--- config.mk ---
export PLATFORM = sky130hd
export DESIGN_NAME = sid_stream
export DESIGN_NICKNAME = d
export VERILOG_FILES = /design/src/rtl/sid_pkg.sv /design/src/rtl/sid_crc_step.sv /design/src/rtl/sid_layout.sv /design/src/rtl/sid_bytesel.sv /design/src/rtl/sid_stream.sv
export SDC_FILE = /design/constraint.sdc
export NUM_CORES = 1
export LEC_CHECK = 0
export CORE_MARGIN = 5
export CORE_UTILIZATION = 45
export CTS_CLUSTER_DIAMETER = 200
export DETAILED_ROUTE_END_ITERATION = 12
export PLACE_DENSITY = 0.67
export SYNTH_ARGS = -nofsm -noshare
export SYNTH_HDL_FRONTEND = slang
export SYNTH_HIERARCHICAL = 1
export SYNTH_SLANG_ARGS = --single-unit
--- constraint.sdc ---
create_clock -name clk -period 6.7 [get_ports clk]
set_clock_uncertainty 0.2 [all_clocks]
set_input_delay 0.67 -clock clk [delete_from_list [all_inputs] [get_ports clk]]
set_output_delay 0.67 -clock clk [all_outputs]
set_load 0.01 [all_outputs]
--- src/rtl/sid_pkg.sv ---
package sid_pkg;

    // Which half of the serial number an access returns
    typedef enum logic {
        HALF_UPPER = 1'b0,
        HALF_LOWER = 1'b1
    } half_e;

    // Data bytes between CRC bytes, per half
    localparam int UPPER_DATA_PER_CRC = 1;
    localparam int LOWER_DATA_PER_CRC = 2;

endpackage

--- src/rtl/sid_crc_step.sv ---
// One CRC byte update: MSB-first, whole data byte folded into the register.
module sid_crc_step #(
    parameter int              W    = 8,
    parameter logic [W-1:0]    POLY = 'h31
) (
    input  logic [W-1:0] crc_in,
    input  logic [W-1:0] data_in,
    output logic [W-1:0] crc_out
);
    logic [W-1:0] acc;

    always_comb begin
        acc = crc_in ^ data_in;
        for (int b = 0; b < W; b++) begin
            acc = acc[W-1] ? ((acc << 1) ^ POLY) : (acc << 1);
        end
        crc_out = acc;
    end
endmodule

--- src/rtl/sid_layout.sv ---
// Decodes a stream position into data/CRC slot for one half's layout.
module sid_layout #(
    parameter int IDX_W        = 4,
    parameter int DATA_PER_CRC = 1,
    parameter int HALF_BYTES   = 4
) (
    input  logic [IDX_W-1:0] idx,
    output logic             is_crc,
    output logic [IDX_W-1:0] data_k,
    output logic             in_range,
    output logic             is_final
);
    localparam int GROUP = DATA_PER_CRC + 1;
    localparam int LEN   = (HALF_BYTES / DATA_PER_CRC) * GROUP;

    logic [IDX_W-1:0] grp;
    logic [IDX_W-1:0] rem;

    always_comb begin
        grp      = idx / IDX_W'(GROUP);
        rem      = idx % IDX_W'(GROUP);
        is_crc   = (rem == IDX_W'(DATA_PER_CRC));
        data_k   = grp * IDX_W'(DATA_PER_CRC) + rem;
        in_range = (idx < IDX_W'(LEN));
        is_final = (idx == IDX_W'(LEN - 1));
    end
endmodule

--- src/rtl/sid_bytesel.sv ---
// Picks data byte k of the chosen half; byte 0 is the most significant.
module sid_bytesel #(
    parameter int SERIAL_W = 64,
    parameter int BYTE_W   = 8,
    parameter int SEL_W    = 4
) (
    input  logic [SERIAL_W-1:0] serial,
    input  logic                lower,
    input  logic [SEL_W-1:0]    k,
    output logic [BYTE_W-1:0]   byte_val
);
    localparam int NB = SERIAL_W / BYTE_W;
    localparam int HB = NB / 2;

    logic [BYTE_W-1:0] bytes [NB];
    logic [SEL_W:0]    sel;

    for (genvar g = 0; g < NB; g++) begin : g_split
        assign bytes[g] = serial[SERIAL_W-1-g*BYTE_W -: BYTE_W];
    end

    always_comb begin
        sel      = (lower ? (SEL_W+1)'(HB) : '0) + {1'b0, k};
        byte_val = '0;
        for (int g = 0; g < NB; g++) begin
            if (sel == (SEL_W+1)'(g)) byte_val = bytes[g];
        end
    end
endmodule

--- src/rtl/sid_stream.sv ---
module sid_stream
    import sid_pkg::*;
#(
    parameter int                     SERIAL_W       = 64,
    parameter int                     BYTE_W         = 8,
    parameter logic [BYTE_W-1:0]      CRC_POLY       = 'h31,
    parameter logic [BYTE_W-1:0]      CRC_INIT       = '0,
    parameter logic [BYTE_W-1:0]      FILL           = '1,
    parameter logic [SERIAL_W-1:0]    DEFAULT_SERIAL = 64'h5E71_0C94_3300_A7F2
) (
    input  logic                clk,
    input  logic                rst_n,
    input  logic                load_en,
    input  logic [SERIAL_W-1:0] load_value,
    input  logic                start,
    input  logic                half_sel,
    input  logic                next,
    input  logic                stop,
    output logic [BYTE_W-1:0]   byte_out,
    output logic                streaming,
    output logic                final_byte
);
    localparam int NBYTES     = SERIAL_W / BYTE_W;
    localparam int HALF_BYTES = NBYTES / 2;
    localparam int LEN_MAX    = HALF_BYTES * (UPPER_DATA_PER_CRC + 1) / UPPER_DATA_PER_CRC;
    localparam int IDX_W      = $clog2(LEN_MAX + 1);

    typedef struct packed {
        logic [SERIAL_W-1:0] serial;
        logic                act;
        half_e               half;
        logic [IDX_W-1:0]    idx;
        logic [BYTE_W-1:0]   crc;
    } st_t;

    localparam st_t RST_ST = '{
        serial: DEFAULT_SERIAL,
        act:    1'b0,
        half:   HALF_UPPER,
        idx:    '0,
        crc:    CRC_INIT
    };

    st_t s_d, s_q;

    logic             lower;
    logic [1:0]       pos_crc, pos_ok, pos_fin;
    logic [IDX_W-1:0] pos_k [2];
    logic [BYTE_W-1:0] cur_data;
    logic [BYTE_W-1:0] crc_nx;

    assign lower = (s_q.half == HALF_LOWER);

    // One layout decoder per half; the parameter picks its CRC spacing
    for (genvar h = 0; h < 2; h++) begin : g_layout
        sid_layout #(
            .IDX_W       (IDX_W),
            .DATA_PER_CRC(h == 0 ? UPPER_DATA_PER_CRC : LOWER_DATA_PER_CRC),
            .HALF_BYTES  (HALF_BYTES)
        ) u_layout (
            .idx     (s_q.idx),
            .is_crc  (pos_crc[h]),
            .data_k  (pos_k[h]),
            .in_range(pos_ok[h]),
            .is_final(pos_fin[h])
        );
    end

    sid_bytesel #(
        .SERIAL_W(SERIAL_W),
        .BYTE_W  (BYTE_W),
        .SEL_W   (IDX_W)
    ) u_bytesel (
        .serial  (s_q.serial),
        .lower   (lower),
        .k       (pos_k[lower]),
        .byte_val(cur_data)
    );

    sid_crc_step #(
        .W   (BYTE_W),
        .POLY(CRC_POLY)
    ) u_crc (
        .crc_in (s_q.crc),
        .data_in(cur_data),
        .crc_out(crc_nx)
    );

    // Next state
    always_comb begin
        s_d = s_q;
        if (start) begin
            s_d.act  = 1'b1;
            s_d.half = half_e'(half_sel);
            s_d.idx  = '0;
            s_d.crc  = CRC_INIT;
        end else if (stop) begin
            s_d.act  = 1'b0;
            s_d.idx  = '0;
            s_d.crc  = CRC_INIT;
        end else if (s_q.act && next && pos_ok[lower]) begin
            s_d.idx = s_q.idx + 1'b1;
            if (!pos_crc[lower]) s_d.crc = crc_nx;
        end
        if (!s_q.act && !start && load_en) begin
            s_d.serial = load_value;
        end
    end

    // Outputs
    always_comb begin
        streaming  = s_q.act;
        final_byte = s_q.act && pos_fin[lower];
        if (!s_q.act || !pos_ok[lower]) begin
            byte_out = FILL;
        end else if (pos_crc[lower]) begin
            byte_out = s_q.crc;
        end else begin
            byte_out = cur_data;
        end
    end

    always_ff @(posedge clk or negedge rst_n) begin
        if (!rst_n) s_q <= RST_ST;
        else        s_q <= s_d;
    end
endmodule

# Word level (Yosys, flattened, before mapping)
# Cells that the tools add are included.
[word_totals]
register_bits = 78
out_inout_bits = 10
[classes]
n_addsub = 4
div_mod_pow = 2
n_lt_le_gt_ge = 4
n_eq_ne = 11
mux = 34
n_bitwise = 10
n_reduce_logical = 13
[ops]
columns = ["op", "n"]
rows = [
  ["$mux W8", 11],
  ["$mux W6", 8],
  ["$mux W12", 3],
  ["$not A3 Y3", 8],
  ["$eq A5 B3 Y1 const B", 4],
  ["$mux W4", 3],
  ["$eq A5 B2 Y1 const B", 2],
  ["$eq A4 B3 Y1 const B", 2],
  ["$mux W1", 8],
  ["$xor A8 B8 Y8", 1],
  ["$add A5 B4 Y5", 1],
  ["$eq A5 B1 Y1 const B", 1],
  ["$logic_and A1 B1 Y1", 5],
  ["$logic_not A5 Y1", 1],
  ["$add A3 B1 Y4", 1],
  ["$add A4 B1 Y4 const B", 1],
  ["$add A4 B4 Y4", 1],
  ["$div A4 B2 Y4 const B", 1],
  ["$eq A4 B2 Y1 const B", 1],
  ["$lt A4 B3 Y1 const B", 1],
  ["$lt A4 B4 Y1 const B", 1],
  ["$mod A4 B2 Y4 const B", 1],
  ["$logic_not A1 Y1", 3],
  ["$mux W3", 1],
  ["8 further kinds", 8],
]

# Longest topological paths before layout
# Gate-level depths: netlist (run 1).
[depth]
ltp_word = 36
depth_mapped = 29
mapped_depth_nobuf = 28

# By module
# Netlist (run 1), hierarchy kept.
[modules_own_cells]
columns = ["mod", "instances", "cells_per_inst", "area_per_inst_um2", "seq_area_each_um2"]
rows = [
  ["sid_stream", 1, 238, 3286.9, 1986.9],
  ["sid_bytesel", 1, 96, 703.2, 0.0],
  ["sid_layout (g_layout[1].u_layout)", 1, 53, 412.9, 0.0],
  ["sid_crc_step", 1, 22, 217.7, 0.0],
  ["sid_layout (g_layout[0].u_layout)", 1, 9, 70.1, 0.0],
]

# Worst setup path before layout (run 1)
# Ideal clock, no wire load.
[synth_path]
path_kind = "flip-flop to flip-flop"
startpoint = "register s_q[11] (netlist name)"
endpoint = "register s_q[6] (netlist name)"
setup_time_ps = 78
arrival_ps = 5422
slack_ps = 1000
path_stages_with_launch = 29
path_buffers = 1
synth_period_minus_slack_ps = 5700
path_cell_list = "dfrtp_1 -> nand2b_4 -> inv_1 -> ha_1 -> inv_1 -> ha_1 -> clkbuf_1 -> o21ai_0 -> ha_1 -> nor2_2 -> nand2_4 -> mux2_4 -> ha_1 -> inv_1 -> fa_1 -> xor2_1 -> xnor2_1 -> mux2_2 -> ha_1 -> nor2_2 -> and3_2 -> nand2_1 -> a41oi_1 -> xor2_2 -> xnor2_1 -> xnor2_1 -> xor2_1 -> nand4_1 -> a21oi_1"
[synth_rtl]
columns = ["element", "line_no", "source"]
rows = [
  ["start: declaration", "sid_stream.sv:44", "st_t s_d, s_q;"],
  ["start signal: assignment", "sid_stream.sv:124", "if (!rst_n) s_q <= RST_ST;"],
  ["start signal: assignment", "sid_stream.sv:125", "else s_q <= s_d;"],
]

==> results.toml, run 1 <==
[worst_setup_path]
worstSetupStartpointType = "flop"
crit_top_cell = "inv_1"
path_max_fanout = 14
worstSetupPathType = "reg2out"
crit_slowest_cell = "clkdlybuf4s50_1"
cp_data_arrival_time_ps = 5530
critPathCaptureType = "output port"
crit_family = "adder cells"
required_ps = 5830
slowest_delay_ps = 500
crit_buf_inv = 5

[synthesis]
avgSynthCellArea_sq_um = 11.22
ys.flop_type = "dfrtp_1"
seq_area_frac_synth_pct = 42.36
yosysUniqueCellTypes = 51
ys_ff_latch = 78
async_flop_share_pct = 100.0
syn-instance-count = 418
yosys_warnings = 6
synth.net_count = 499
synth_enable_flop_cells = 0
synth_area_sq_um = 4691

[worst_hold_path]
hp-class = "in2async"

[cells_and_area]
diodes = 0
mostFrequentLayoutCell = "mux2_2"
instances_no_fill = 631
drive_above_1_share_pct = 34.14
syn2layout_area_growth_pct = 24.59
layout_common_cells = "mux2_2 (87), clkdlybuf4s50_1 (79), dfrtp_1 (49)"
multi_input_area_sq_um = 2570
fillers = 862
final_cell_area_sq_um = 5844
utilization_pct = 57.12
fin_nets = 571
ff_latch_area_sq_um = 1988

[flow_run]
drv_cap = 0

[power]
total_power_mw = 1.516
ir_drop_uv = 129.8
leakagePower_nw = 2.281
power_density_nw_per_um2 = 259.4

[sta]
whs_ps = 261.9
setup_viol = 0
slew-limit-headroom_pct = 17.91
min_period_ps = 6396
post-route-period-util_pct = 95.47
rsz0062_at_grt = "false"
tightest_slew_ps = 1197
fmax_mhz = 156.3
finalMaxSlewViolations = 0
tns_ps = 0
finalWorstSetupSlack_ps = 303.8
hold_viol_final = 0

[placement]
port-buffer-count = 80
gp_congestion = 0.8597
post-place-ws_ps = 198.3
dp_cells = 611
dpl-instance-area_sq_um = 5547
hpwl_um = 7858

[floorplanning]
die_width_um = 112.1
rows = 37
start_util_pct = 45.85
io_pins = 81
dieArea_sq_um = 12570
die_y_um = 112.1
design.core.area_sq_um = 10230

[grt]
grt_pass1_vias = 3529
grt-ovfl-total = 0
grt_pass1_wl_um = 17760
antenna_found_initial = 0
grt_use_total_pct = 17.47
grt_max_degree = 79

[cts]
clock_sinks = 78
cts_buffers = 9
clk_latency_ps = 350
cts.clk_slew.worst_paths_ps = 90
cts_tree = "built"
cts_htree_levels = 3
cts-root-buf = "clkbuf_8"
cts_max_path_buffers = 2

[route]
postRouteAntennaNets = 0
vias = 3415
via_per_inst = 5.412
drc = 0
first_iter_violations = 198
totalWireLength_um = 10930
first_pass_iters = 4
wire_per_inst_um = 17.32

[run_status]
outcome = "completed"
==> synthesized netlist by cell type (4+ instances only) <==
cell type / n / area [sq um]
a21oi_1: 21 / 105.1
a41oi_1: 4 / 35.03
and3_2: 4 / 30.03
buf_2: 16 / 80.08
clkbuf_1: 5 / 18.77
dfrtp_1: 50 / 1251
dfstp_2: 28 / 735.7
ha_1: 9 / 112.6
inv_1: 11 / 41.29
mux2_2: 87 / 979.7
mux2i_1: 12 / 120.1
nand2_1: 28 / 105.1
nand2b_1: 5 / 31.28
nand3_1: 19 / 95.09
nand4_1: 9 / 56.30
nor2_1: 4 / 15.01
nor2b_1: 5 / 31.28
o211ai_1: 5 / 37.54
o21ai_0: 18 / 90.09
o31ai_1: 10 / 75.07
xnor2_1: 14 / 122.6
xor2_1: 9 / 78.83
==> path summary, 6_finish.rpt <==
check                         endpoint  slack [ps]  startpoint  cells past startpoint
max reg2reg                     s_q[5]         890     s_q[11]                     26
max                        byte_out[2]         300     s_q[11]                     25
min                          streaming         260       rst_n                      1
max in group asynchronous      s_q[10]        5360       rst_n                      1
min reg2reg                    s_q[32]         310     s_q[32]                      1
min in group clk               s_q[32]         310     s_q[32]                      1
==> cell type report <==
cell class / instances / share of cell area (%)
clock buffer: 11 / 2.590
inverter: 11 / 0.7065
clock inverter: 5 / 1.113
timing repair buffer: 88 / 14.69
sequential: 78 / 34.02
tap: 136 / 2.912
multi-input combinational: 302 / 43.97
==> power breakdown <==
group / total [mW] / leakage (nW) / switching [mW] / internal (mW)
clock: 0.385 / 0.111 / 0.188 / 0.197
sequential: 0.658 / 0.908 / 0.0619 / 0.596
combinational: 0.473 / 1.26 / 0.205 / 0.268
==> registers in the layout (all words and copies together) (netlist names) <==
name and cells:
lower 1, streaming 1, s_q 76
==> routing by layer <==
layer	share of wire [%]	routed length, um	global-route usage (%)	up-vias
li1	-	-	-	1647
met1	46	5060	25.04	1682
met2	48	5224	27.10	74
met3	4.3	465	2.803	12
met4	1.6	180	5.769	0
met5	0	0	0	-
==> kinds of logic (layout without fill, tap and decap cells) <==
family / Yosys count / after routing / synth area share (%)
AO/OA/AOI/OAI: 67 / 67 / 9.283
XOR/XNOR: 27 / 27 / 5.682
adder cells (fa/ha/maj): 10 / 10 / 2.827
buffers and inverters: 38 / 115 / 4.028
flip-flops: 78 / 78 / 42.36
multiplexers: 101 / 101 / 24.25
AND/OR/NAND/NOR: 97 / 97 / 11.58
==> worst register-to-register path: stages, from the launching register on <==
cell,delay (ps)
dfrtp_1,400
nand2b_4,180
inv_1,100
ha_1,170
inv_1,70
ha_4,200
o211ai_1,100
o21ai_1,130
ha_1,250
nor2_4,170
nand2_4,80
mux2_4,190
ha_1,130
inv_1,40
fa_1,470
inv_1,40
mux2_2,260
ha_2,570
nor2b_1,290
o21ai_0,150
a41oi_1,410
xnor2_1,250
xor2_2,250
xnor2_2,180
xnor2_1,160
nand4_1,100
a21oi_1,190
==> timing repair <==
item,4_1_cts,5_1_grt
hold buffers,0,0
endpoints found under the hold margin,0,0
pin swaps,0,0
endpoints found under the setup margin,6,8
setup buffers,0,4
gates resized for setup,3,8
(Power assumes the default switching activity.)
==> run 2: changes to the inputs <==
--- a/config.mk
+++ b/config.mk
@@ -5,7 +5,6 @@
 export SDC_FILE = /design/constraint.sdc
 export NUM_CORES = 1
 export LEC_CHECK = 0
-export CORE_MARGIN = 5
 export CORE_UTILIZATION = 45
 export CTS_CLUSTER_DIAMETER = 200
 export DETAILED_ROUTE_END_ITERATION = 12
==> run 2 against run 1 <==
Fmax down 1.1%. Cell area is 0.15% lower. First-iteration DRC count fell by 29%. Sequential share of layout area grew 0.072 points. Flip-flop and latch count did not move. Combinational power is 1% higher. Sequential power about the same. Die area is 14% lower. Hold slack got worse by 24 ps. Cell count down 1.3%. Clock power up 6.5%. Total power rose by 1.9%. Critical path type unchanged. Highest routed layer unchanged.
==> results.toml, run 2 (synthesized netlist as in run 1, its figures left out) <==
[sta]
hold_viol_final = 0
tns_ps = 0
post-route-period-util_pct = 96.53
slew-limit-headroom_pct = 13.65
min_period_ps = 6467
fmax_mhz = 154.6
whs_ps = 237.8
setup_viol = 0
tightest_slew_ps = 1259
finalMaxSlewViolations = 0

[grt]
grt_use_total_pct = 20.66
grt_pass1_vias = 3411
grt-ovfl-total = 0
antenna_found_initial = 0
grt_max_degree = 79
grt_pass1_wl_um = 17440

[cts]
clock_sinks = 78
cts.clk_slew.worst_paths_ps = 90
cts-root-buf = "clkbuf_8"
cts_buffers = 9
postCtsHoldBufs = 0
cts_max_path_buffers = 2
post_cts_buffers = 0
cts_htree_levels = 3
clk_latency_ps = 360
cts_tree = "built"

[cells_and_area]
regMostFlops = "s_q"
mostFrequentLayoutCell = "mux2_2"
drive_above_1_share_pct = 34.08
syn2layout_area_growth_pct = 24.41
fin_nets = 566
layout_common_cells = "mux2_2 (87), clkdlybuf4s50_1 (78), dfrtp_1 (48)"
diodes = 0
largest_register_ffs = 76

[floorplanning]
die_width_um = 104.1
start_util_pct = 47.12
design.core.area_sq_um = 9955
rows = 36
dieArea_sq_um = 10840
io_pins = 81
die_y_um = 104.1

[route]
wire_per_inst_um = 17.17
vias = 3419
first_pass_iters = 4
totalWireLength_um = 10690
first_iter_violations = 140
via_per_inst = 5.488
drc = 0
postRouteAntennaNets = 0

[power]
power_density_nw_per_um2 = 264.7
ir_drop_uv = 119.9
leakagePower_nw = 2.265

[worst_setup_path]
cp_data_arrival_time_ps = 5600
worstSetupPathType = "reg2out"
required_ps = 5830
critPathCaptureType = "output port"
crit_start = "s_q[11]"
worstSetupStartpointType = "flop"
path_max_fanout = 14
worstReg2RegStart = "s_q[11]"

[placement]
port-buffer-count = 80
gp_congestion = 0.8417
hpwl_um = 7420

[flow_run]
drv_cap = 0

[run_status]
outcome = "completed"

[worst_hold_path]
hp-class = "in2async"
-- run 2: path summary, 6_finish.rpt --
path / endpoint / slack (ps) / cells after the start
min in group clk: s_q[40] / 310 / 1
max in group asynchronous: s_q[11] / 5380 / 1
max reg2reg: s_q[7] / 750 / 27
min: streaming / 240 / 1
max: byte_out[5] / 230 / 25
min reg2reg: s_q[40] / 310 / 1
-- run 2: metrics by stage --
step                      instance area [sq um]  worst slack [ps]  instances  power [mW]  util [%]
after floorplan                            4691              1000        418      0.9906         -
after global placement                     5535             428.8        607       1.126     55.61
after detailed placement                   5535             248.8        607       1.136     55.61
after CTS                                  5778             32.42        623       1.552     58.04
after global routing                       5836            -45.38        623       1.632     58.62
final                                      5836             232.5        623       1.545     58.62
-- run 2: where the power goes --
group	internal (mW)	switching, mW
sequential	0.595	0.0615
combinational	0.270	0.208
clock	0.216	0.194
total	1.08	0.464
-- run 2: routing by layer --
layer	GRT usage, %	vias up	part of all wire, %
li1	-	1631	-
met1	28.58	1684	47
met2	32.52	93	48
met3	3.195	11	4.4
met4	7.959	0	1.5
met5	0	-	0
-- run 2: critical path, cell delays in order, from the launching register on --
cell and delay [ps]:
dfrtp_2 470, nand2b_4 200, inv_1 110, ha_1 190, inv_1 70, ha_4 200, o211ai_1 90, o21ai_0 170
ha_2 240, nor2_4 150, nand2_4 80, mux2_4 200, ha_1 130, inv_1 50, fa_1 360, xor2_1 180
xnor2_1 130, mux2_2 270, ha_2 330, nor2_4 180, and3_2 240, nand2_1 60, a41oi_1 380, nand2_1 90
nand3_1 120, clkdlybuf4s50_1 530
-- run 2: what timing repair did --
action / CTS / global route
hold endpoints to repair: 0 / 0
resized for setup: 4 / 11
endpoints found under the setup margin: 5 / 8
-- run 2: layout make-up --
cell class | count | area (sq um)
Fill cell | 848 | 4119
Multi-Input combinational cell | 302 | 2589
Sequential cell | 78 | 1989
Timing Repair Buffer | 83 | 823.3
Tap cell | 133 | 166.4
Clock buffer | 9 | 123.9
Clock inverter | 7 | 102.6
Inverter | 11 | 41.29
==> run 3: changes to the inputs <==
--- a/config.mk
+++ b/config.mk
@@ -5,10 +5,13 @@
 export SDC_FILE = /design/constraint.sdc
 export NUM_CORES = 1
 export LEC_CHECK = 0
-export CORE_UTILIZATION = 45
+export CELL_PAD_IN_SITES_DETAIL_PLACEMENT = 1
+export CELL_PAD_IN_SITES_GLOBAL_PLACEMENT = 1
+export CORE_UTILIZATION = 42
 export CTS_CLUSTER_DIAMETER = 200
 export DETAILED_ROUTE_END_ITERATION = 12
-export PLACE_DENSITY = 0.67
+export HOLD_SLACK_MARGIN = 0.12
+export PLACE_DENSITY = 0.77
 export SYNTH_ARGS = -nofsm -noshare
 export SYNTH_HDL_FRONTEND = slang
 export SYNTH_HIERARCHICAL = 1
==> run 3 against run 2 <==
Setup slack got worse by 36 ps. Total power fell by 3.8%. Via count rose by 1.1%. Wire length rose by 12%. Sequential power barely moved. Clock power fell by 18%. Fmax fell by 0.55%. Cell area rose by 0.17%. Critical path type unchanged. Largest power group unchanged. Highest routed layer unchanged.
==> results.toml, run 3 (synthesized netlist as in run 1, its figures left out) <==
[sta]
post-route-period-util_pct = 97.07
finalWorstSetupSlack_ps = 196.5
slew-limit-headroom_pct = 23.40
rsz0062_at_grt = "true"
hold_viol_final = 0
min_period_ps = 6504
setup_viol = 0
tightest_slew_ps = 1117
finalMaxSlewViolations = 0
fmax_mhz = 153.8

[power]
p_int_mw = 1.033
leakagePower_nw = 2.267
power_frac_comb_pct = 33.1
p_switching_uw = 453.8
share_seq_of_total_power_pct = 44.2
ir_drop_uv = 127.1
p_clk_share_pct = 22.6
switching_share_pct = 30.53
power_density_nw_per_um2 = 254.3

[route]
via_per_inst = 5.453
first_iter_violations = 113
vias = 3457
postRouteAntennaNets = 0
drc = 0
wire_per_inst_um = 18.82
totalWireLength_um = 11930
first_pass_iters = 4

[placement]
post-place-ws_ps = 124.8
port-buffer-count = 80
dpl-instance-area_sq_um = 5559
hpwl_um = 8447
gp_congestion = 0.8190

[cts]
cts_htree_levels = 3
cts-root-buf = "clkbuf_8"
clock_sinks = 78
cts_max_path_buffers = 2
cts_buffers = 9
postCtsHoldBufs = 0
cts.clk_slew.worst_paths_ps = 80
cts_tree = "built"
clk_latency_ps = 360

[grt]
grt_use_total_pct = 21.86
grt-ovfl-total = 0
grt_pass1_wl_um = 19220
grt_pass1_vias = 3672
antenna_found_initial = 0
grt_max_degree = 79

[worst_setup_path]
critPathCaptureType = "output port"
worstSetupPathType = "reg2out"
path_max_fanout = 14
worstSetupStartpointType = "flop"
required_ps = 5830
cp_data_arrival_time_ps = 5630

[floorplanning]
die_y_um = 107.7
io_pins = 81
rows = 38
design.core.area_sq_um = 10840
die_width_um = 107.7
start_util_pct = 43.27
dieArea_sq_um = 11600

[cells_and_area]
drive_above_1_share_pct = 34.41
diodes = 0
mostFrequentLayoutCell = "mux2_2"
regMostFlops = "s_q"
layout_common_cells = "mux2_2 (87), clkdlybuf4s50_1 (78), dfrtp_1 (48)"
largest_register_ffs = 76
utilization_pct = 53.92
final_cell_area_sq_um = 5846
fillers = 1173
fin_nets = 571
syn2layout_area_growth_pct = 24.62

[worst_hold_path]
hp-class = "in2async"

[run_status]
outcome = "completed"

[flow_run]
drv_cap = 0
run 3: area by class of cell:
| type | count | area [sq um] | share of cell area [%] |
|---|---|---|---|
| clock buffers | 13 | 168.9 | 2.890 |
| clock inverters | 2 | 16.27 | 0.2783 |
| inverters | 11 | 41.29 | 0.7063 |
| multi-input cells | 302 | 2594 | 44.37 |
| flip-flops and latches | 78 | 1989 | 34.03 |
| well taps | 140 | 175.2 | 2.997 |
| repair buffers | 88 | 860.8 | 14.73 |
run 3: worst paths after layout:
path	slack, ps	cells past startpoint	start	to
setup / recovery	200	25	s_q[11]	byte_out[1]
hold / removal	230	1	rst_n	s_q[4]
setup reg to reg	590	28	s_q[11]	s_q[2]
hold reg to reg	310	1	s_q[30]	s_q[30]
max in group asynchronous	5370	1	rst_n	s_q[2]
min in group clk	310	1	s_q[30]	s_q[30]
run 3: per-layer routing:
layer / track usage [%] / wire [um] / up-vias / share of wire [%]
li1: - / - / 1637 / -
met2: 34.57 / 5683 / 71 / 48
met3: 3.269 / 404 / 20 / 3.4
met1: 30.00 / 5611 / 1729 / 47
met5: 0 / 0 / - / 0
met4: 8.513 / 235 / 0 / 2.0
run 3: worst max-delay path, cell delays in order (launching register included):
cell             delay, ps
dfrtp_2                470
nand2b_4               210
inv_1                  100
ha_1                   170
inv_1                   80
ha_4                   210
o211ai_1               110
o21ai_0                180
ha_2                   250
nor2_4                 150
nand2_4                 80
mux2_4                 200
ha_1                   130
inv_1                   40
fa_1                   480
inv_1                   40
mux2_2                 280
ha_4                   160
ha_1                   350
nor4b_1                300
a21oi_1                 70
o211ai_1               220
and3_2                 270
nand2_1                 80
nand3_1                 90
clkdlybuf4s50_1        530
run 3: power groups by stage:
stage	Clock, mW	Combinational (mW)	Sequential, mW
5_1_grt	0.370	0.531	0.672
2_1_floorplan	0	0.350	0.641
3_5_place_dp	0	0.482	0.666
4_1_cts	0.347	0.490	0.658
3_3_place_gp	0	0.469	0.660
6_report	0.336	0.493	0.657
run 3: metrics by stage:
| stage | setup TNS (ps) | power [mW] | hold slack, ps | std cells |
|---|---|---|---|---|
| after floorplan | 0 | 0.9906 | 174.4 | 418 |
| after global placement | 0 | 1.129 | 288.3 | 616 |
| after detailed placement | 0 | 1.148 | 291.0 | 616 |
| after CTS | 0 | 1.495 | 310.0 | 631 |
| after global routing | -414.3 | 1.573 | 323.7 | 634 |
| final | 0 | 1.487 | 226.8 | 634 |
run 3: what timing repair did:
| action | in CTS | in global routing |
|---|---|---|
| setup endpoints to repair | 8 | 8 |
| hold endpoints to repair | 0 | 0 |
| gates resized for setup | 7 | 8 |
| pin swaps | 0 | 2 |
| buffers inserted | 0 | 3 |
